**src/rtl/wdt_pkg.sv**
```systemverilog
package wdt_pkg;

    localparam int SEL_W    = 3;
    localparam int TICKS_W  = (1 << SEL_W) - 1;
    localparam int DATA_W   = 8;
    localparam int SEL_LSB  = 5;
    localparam int KICK_BIT = 1;
    localparam int EN_BIT   = 0;

    typedef struct packed {
        logic [SEL_W-1:0] sel;
        logic             en;
    } wd_cfg_t;

    // Index of the final base tick for a period code: 2^code - 1
    function automatic logic [TICKS_W-1:0] last_tick(input logic [SEL_W-1:0] code);
        logic [TICKS_W:0] span;
        span = ({{TICKS_W{1'b0}}, 1'b1} << code) - 1'b1;
        return span[TICKS_W-1:0];
    endfunction

    function automatic wd_cfg_t decode_cfg(input logic [DATA_W-1:0] d);
        wd_cfg_t c;
        c.sel = d[SEL_LSB +: SEL_W];
        c.en  = d[EN_BIT];
        return c;
    endfunction

    function automatic logic [DATA_W-1:0] read_view(input wd_cfg_t c, input logic ready);
        logic [DATA_W-1:0] v;
        v                   = '0;
        v[SEL_LSB +: SEL_W] = c.sel;
        v[KICK_BIT]         = ready;
        v[EN_BIT]           = c.en;
        return v;
    endfunction

endpackage

```
**src/rtl/wdt_ctl_reg.sv**
```systemverilog
module wdt_ctl_reg
    import wdt_pkg::*;
(
    input  logic              clk,
    input  logic              rst,
    input  logic              we,
    input  logic [DATA_W-1:0] wdata,
    input  logic              icyc_en,
    output wd_cfg_t           cfg,
    output logic              kick_pulse
);

    logic kick_flag;
    logic kick_req;

    assign kick_req = we && wdata[KICK_BIT];

    always_ff @(posedge clk) begin
        if (rst) begin
            cfg        <= '0;
            kick_flag  <= 1'b0;
            kick_pulse <= 1'b0;
        end else begin
            if (we) begin
                cfg <= decode_cfg(wdata);
            end
            kick_pulse <= kick_req && !kick_flag;
            if (kick_req) begin
                kick_flag <= 1'b1;
            end else if (icyc_en) begin
                kick_flag <= 1'b0;
            end
        end
    end


    kick_once_chk: assert property (@(posedge clk) disable iff (rst)
        kick_pulse |=> !kick_pulse);


    kick_absorb_chk: assert property (@(posedge clk) disable iff (rst)
        (kick_req && kick_flag) |=> !kick_pulse);


    kick_release_chk: assert property (@(posedge clk) disable iff (rst)
        (icyc_en && !kick_req) |=> !kick_flag);

endmodule

```
**src/rtl/wdt_base_tick.sv**
```systemverilog
module wdt_base_tick #(
    parameter int BASE_CYCLES = 2_000_000
) (
    input  logic clk,
    input  logic rst,
    input  logic run,
    input  logic clr,
    output logic tick
);

    localparam int CW = (BASE_CYCLES > 1) ? $clog2(BASE_CYCLES) : 1;
    localparam logic [CW-1:0] LAST = CW'(BASE_CYCLES - 1);

    logic [CW-1:0] cyc;

    assign tick = run && (cyc == LAST);

    always_ff @(posedge clk) begin
        if (rst || clr) begin
            cyc <= '0;
        end else if (run) begin
            cyc <= tick ? '0 : cyc + 1'b1;
        end
    end


    tick_wrap_chk: assert property (@(posedge clk) disable iff (rst)
        tick |=> (cyc == '0));


    clr_zero_chk: assert property (@(posedge clk) disable iff (rst)
        clr |=> (cyc == '0));

endmodule

```
**src/rtl/wdt_expiry.sv**
```systemverilog
module wdt_expiry
    import wdt_pkg::*;
#(
    parameter int HOLD_CYCLES = 8
) (
    input  logic             clk,
    input  logic             rst,
    input  logic             en,
    input  logic [SEL_W-1:0] sel,
    input  logic             tick,
    input  logic             restart,
    output logic             holding
);

    localparam int HW = (HOLD_CYCLES > 1) ? $clog2(HOLD_CYCLES) : 1;
    localparam logic [HW-1:0] HOLD_LAST = HW'(HOLD_CYCLES - 1);

    logic [TICKS_W-1:0] ticks;
    logic [HW-1:0]      hold_cnt;
    logic               expire;

    assign expire = en && !holding && tick && (ticks >= last_tick(sel));

    always_ff @(posedge clk) begin
        if (rst || !en) begin
            ticks    <= '0;
            hold_cnt <= '0;
            holding  <= 1'b0;
        end else if (holding) begin
            ticks <= '0;
            if (hold_cnt == HOLD_LAST) begin
                holding  <= 1'b0;
                hold_cnt <= '0;
            end else begin
                hold_cnt <= hold_cnt + 1'b1;
            end
        end else if (restart) begin
            ticks <= '0;
        end else if (expire) begin
            ticks    <= '0;
            hold_cnt <= '0;
            holding  <= 1'b1;
        end else if (tick) begin
            ticks <= ticks + 1'b1;
        end
    end


    off_quiet_chk: assert property (@(posedge clk) disable iff (rst)
        !en |=> !holding);


    kick_beats_expiry_chk: assert property (@(posedge clk) disable iff (rst)
        (restart && !holding) |=> !holding);


    hold_entry_chk: assert property (@(posedge clk) disable iff (rst)
        $rose(holding) |-> $past(tick));

endmodule

```
**src/rtl/wdt_top.sv**
```systemverilog
module wdt_top
    import wdt_pkg::*;
#(
    parameter int BASE_CYCLES = 2_000_000,
    parameter int HOLD_CYCLES = 8
) (
    input  logic              clk,
    input  logic              rst,
    input  logic              ctl_we,
    input  logic [DATA_W-1:0] ctl_wdata,
    input  logic              icyc_en,
    input  logic              mem_ready,
    output logic [DATA_W-1:0] rd_fields,
    output logic              rst_req
);

    wd_cfg_t cfg;
    logic    kick_pulse;
    logic    tick;
    logic    holding;

    wdt_ctl_reg u_ctl (
        .clk        (clk),
        .rst        (rst),
        .we         (ctl_we),
        .wdata      (ctl_wdata),
        .icyc_en    (icyc_en),
        .cfg        (cfg),
        .kick_pulse (kick_pulse)
    );

    wdt_base_tick #(
        .BASE_CYCLES (BASE_CYCLES)
    ) u_tick (
        .clk  (clk),
        .rst  (rst),
        .run  (cfg.en && !holding),
        .clr  (!cfg.en || kick_pulse || holding),
        .tick (tick)
    );

    wdt_expiry #(
        .HOLD_CYCLES (HOLD_CYCLES)
    ) u_exp (
        .clk     (clk),
        .rst     (rst),
        .en      (cfg.en),
        .sel     (cfg.sel),
        .tick    (tick),
        .restart (kick_pulse),
        .holding (holding)
    );

    assign rst_req   = holding;
    assign rd_fields = read_view(cfg, mem_ready);


    disabled_no_req_chk: assert property (@(posedge clk) disable iff (rst)
        (!cfg.en && !rst_req) |=> !rst_req);

endmodule

```
**config.mk**
```make
export PLATFORM = sky130hd
export DESIGN_NAME = wdt_top
export DESIGN_NICKNAME = d
export VERILOG_FILES = /design/src/rtl/wdt_pkg.sv /design/src/rtl/wdt_ctl_reg.sv /design/src/rtl/wdt_base_tick.sv /design/src/rtl/wdt_expiry.sv /design/src/rtl/wdt_top.sv
export SDC_FILE = /design/constraint.sdc
export NUM_CORES = 1
export LEC_CHECK = 0
export BUFFER_PORTS_ARGS = -buffer_cell sky130_fd_sc_hd__buf_2
export CORE_MARGIN = 3
export CORE_UTILIZATION = 52
export CTS_CLUSTER_SIZE = 30
export DETAILED_ROUTE_END_ITERATION = 7
export PLACE_DENSITY = 0.87
export SLEW_MARGIN = 40
export SYNTH_ARGS = -nofsm -noshare
export SYNTH_HDL_FRONTEND = slang
export SYNTH_SLANG_ARGS = --single-unit
```
**constraint.sdc**
```tcl
create_clock -name clk -period 3.27 [get_ports clk]
set_input_delay 0.654 -clock clk [delete_from_list [all_inputs] [get_ports clk]]
set_output_delay 0.654 -clock clk [all_outputs]
set_load 0.02 [all_outputs]
```
==> key figures <==
Run status
  • Status: finished, final reports clean

Floorplanning
  • Core Area: 0.00372 mm^2
  • Die X: 68.5 um
  • Height of the die: 68.5 um
  • Row count: 22
  • Die area: 0.00470 mm^2
  • Num ports: 22
  • Effective utilization at floorplan: 0.547

Worst setup path
  • R2R Setup Slk: 0.25 ns
  • CP max FO: 12
  • WP buf/inv: 1
  • Worst r2r path cells: 12
  • Slowest stage cell, crit path: or3_1
  • Worst path max stage delay: 0.42 ns
  • WP data arrival: 3.21 ns
  • Crit-path cells: or3_1 -> ha_1 -> nor3_1 -> a21o_1 -> a21oi_1 -> ha_1 -> and3_1 -> a221o_1 -> a31oi_1 -> buf_4 -> nand2_1 -> o41ai_1
  • R2r endpoint: u_exp.ticks[4]$_SDFFE_PP0P_
  • Startpoint types: register
  • Largest delay contributor family on the critical path: compound AO/OA/AOI/OAI gates
  • Crit path top cell by count: ha_1
  • Crit. End Element: register
  • Worst R2R Start: u_ctl.cfg[1]$_SDFFE_PP0P_
  • Crit Path Class: reg -> reg
  • Crit path required time: 3.45 ns

STA
  • Worst Tran Pin Value: 0.610 ns
  • Clock skew: 0.00433 ns
  • Setup Viol. Count Final: 0
  • Relative slew slack: 0.590
  • Clock period minus worst slack: 3.02 ns
  • Setup_tns: 0 ns
  • Fin. Hold Viols: 0
  • Max Fclk: 0.331 GHz
  • WHS: 0.445 ns
  • Crit share post-route: 0.925
  • RSZ-0062 raised after global routing: false
  • Slew Viols, Final: 0

Placement
  • HPWL after detailed placement: 2680 um
  • Routability-driven placement congestion ratio: 0.784
  • Port bufs: 13

CTS
  • Clk slew on worst S/H paths: 0.08 ns
  • Clock latency on the worst-skew pair: 0.29 ns
  • CTS tree: yes
  • CTS buffer count: 5
  • Clock Sinks: 38
  • CTS Hold Bufs: 0
  • # Post-CTS Setup Buffers: 0
  • Root Buffer: clkbuf_8
  • Post-CTS sizing: 0
  • CTS Buffer Depth: 2
  • H-tree levels: 2

Detailed routing
  • Residual DRC count: 0
  • Post-route ant nets: 0
  • Average via count per standard cell: 5.73
  • Routed WL per cell: 12.6 um
  • Vias post-DR: 1674
  • 1st-iter DRT viols: 90
  • Final WL: 3690 um
  • Router iterations before antenna repair: 4

Logic synthesis
  • Syn Area/Cell: 8.69 um^2
  • Mapped cell area: 0.00203 mm^2
  • Seq cells post-synth: 38
  • Register area share after synthesis: 0.374
  • Ys async rst share: 0
  • Cells after Synth: 234
  • Netlist cell types: 45
  • Yosys Warn Count: 0
  • Top_reg_cell synth: dfxtp_1
  • Post-synth EDFFs: 0

Final layout
  • Final net count: 268
  • Inserted Diodes: 0
  • P&R area growth vs syn: 10.1%
  • Share of layout cells above drive strength 1: 0.131

Power
  • Switching share of power: 0.207
  • Clock power share: 0.471
  • Leak Pwr: 0.818 nW
  • Flop pwr share: 0.457
  • Max VDD drop: 0.000305 V
  • Comb power frac: 0.072
  • NetSw: 0.215 mW
  • Int Pwr: 0.823 mW
  • Power Dens Cells: 464 mW/mm^2

Worst hold path
  • Hold Path Stages: 1
  • Hold Path End: u_ctl.kick_pulse$_SDFF_PP0_
  • Worst Hold Class: reg -> reg
  • Hold Startpoint: u_ctl.kick_flag$_SDFFE_PP0P_

GRT
  • Number of global-route vias before repair: 1501
  • Pin count of the biggest net entering global routing: 13
  • GRT Total Usage: 0.178
  • Initial antenna violation count: 0
  • GRT overflow: 0
  • First-pass GRT wire length: 6430 um

Flow run
  • Total of max-cap violations: 0
[logic make-up (layout without fill, tap and decap cells)]
| family | Yosys count | after routing | share of synthesized area |
|---|---|---|---|
| XOR/XNOR | 19 | 19 | 0.0818 |
| other | 1 | 3 | 0.00184 |
| AND/OR/NAND/NOR | 109 | 109 | 0.286 |
| flip-flops | 38 | 38 | 0.374 |
| buffers and inverters | 22 | 30 | 0.0548 |
| multiplexers | 4 | 4 | 0.0197 |
| AO/OA/AOI/OAI | 29 | 29 | 0.108 |
| adder cells (fa/ha/maj) | 12 | 12 | 0.0738 |
[Yosys cell counts, types with 3 or more instances]
cell | count | share of area
a21oi_1 | 7 | 0.017
a31oi_1 | 4 | 0.012
a32o_1 | 3 | 0.015
and3_1 | 5 | 0.015
buf_4 | 5 | 0.018
clkbuf_1 | 7 | 0.013
dfxtp_1 | 38 | 0.37
ha_1 | 12 | 0.074
inv_1 | 7 | 0.013
mux2i_1 | 4 | 0.020
nand2_1 | 16 | 0.030
nand2b_1 | 3 | 0.0092
nand3_1 | 14 | 0.034
nand4_1 | 6 | 0.018
nor2_1 | 32 | 0.059
nor3_1 | 9 | 0.022
o21ai_0 | 3 | 0.0074
or3_1 | 7 | 0.022
xnor2_1 | 10 | 0.043
xor2_1 | 9 | 0.039
[cell usage in the layout, fill, tap and decap left out, drive strengths merged, types with 2 or more instances in the layout]
cell / Yosys / final
mux2i: 4 / 4
a2bb2oi: 2 / 2
nor2b: 2 / 2
and3: 5 / 5
clkbuf: 7 / 6
nand4b: 2 / 2
or4: 2 / 2
bufinv: 0 / 2
nand3: 14 / 14
a21oi: 7 / 7
o21ai: 4 / 4
xor2: 9 / 9
a31oi: 4 / 4
ha: 12 / 12
conb: 1 / 3
nand2b: 3 / 3
o41ai: 2 / 2
dfxtp: 38 / 38
or3: 7 / 7
buf: 8 / 15
inv: 7 / 7
nor4: 3 / 3
xnor2: 10 / 10
nand2: 17 / 17
a32o: 3 / 3
nor3: 9 / 9
nor2: 32 / 32
nand4: 6 / 6
a21o: 2 / 2
[state kept, by name, indices dropped and copies added (netlist names)]
signal	count
u_tick.cyc	21
u_exp.ticks	7
u_ctl.cfg	4
u_exp.hold_cnt	3
u_ctl.kick_flag	1
u_ctl.kick_pulse	1
u_exp.holding	1
[metrics by stage]
step,cells,setup slack (ns),utilization,power (mW),area [um^2]
3_3_place_gp,284,0.350,0.564,0.555,2100
3_5_place_dp,284,0.275,0.564,0.559,2100
5_1_grt,292,0.00978,0.602,1.07,2240
2_1_floorplan,236,0.0243,-,0.544,2040
4_1_cts,292,0.244,0.602,1.05,2240
6_report,292,0.246,0.602,1.04,2240
[worst max path at each step]
| stage | cells after the start | slack, ns | to | from |
|---|---|---|---|---|
| after floorplan | 14 | 0.02 | u_exp.ticks[4]$_SDFFE_PP0P_ | u_ctl.cfg[1]$_SDFFE_PP0P_ |
| after global placement | 11 | 0.35 | u_exp.ticks[3]$_SDFFE_PP0P_ | u_ctl.cfg[1]$_SDFFE_PP0P_ |
| after detailed placement | 11 | 0.27 | u_exp.ticks[4]$_SDFFE_PP0P_ | u_ctl.cfg[1]$_SDFFE_PP0P_ |
| after CTS | 11 | 0.24 | u_exp.ticks[4]$_SDFFE_PP0P_ | u_ctl.cfg[1]$_SDFFE_PP0P_ |
| after global routing | 12 | 0.01 | u_exp.ticks[4]$_SDFFE_PP0P_ | u_ctl.cfg[1]$_SDFFE_PP0P_ |
| final | 12 | 0.25 | u_exp.ticks[4]$_SDFFE_PP0P_ | u_ctl.cfg[1]$_SDFFE_PP0P_ |
[worst register-to-register path, stage by stage (launching register included)]
cell	delay [ns]
dfxtp_1	0.38
or3_1	0.42
ha_1	0.28
nor3_1	0.17
a21o_1	0.10
a21oi_1	0.07
ha_1	0.29
and3_1	0.18
a221o_1	0.29
a31oi_1	0.14
buf_4	0.21
nand2_1	0.10
o41ai_1	0.28
[power by group through the flow]
stage | Combinational [mW] | Clock [mW] | Sequential [mW]
global placement | 0.0714 | 0 | 0.484
CTS | 0.0751 | 0.499 | 0.474
detailed placement | 0.0749 | 0 | 0.485
global route | 0.0837 | 0.511 | 0.475
finish | 0.0746 | 0.489 | 0.474
floorplan | 0.0593 | 0 | 0.485
[final cells by class]
type / instances / area [um^2]
timing repair buffer: 15 / 80.1
fill: 312 / 1480
tap: 48 / 60.1
clock inverter: 2 / 60.1
sequential: 38 / 761
multi-input combinational: 176 / 1170
inverter: 7 / 26.3
clock buffer: 6 / 82.6
[metal layers]
layer / track usage / wire length (um)
met1: 0.238 / 1720
met2: 0.277 / 1770
met3: 0.0308 / 147
met4: 0.0868 / 48
met5: 0 / 0
(Power assumes the default switching activity.)
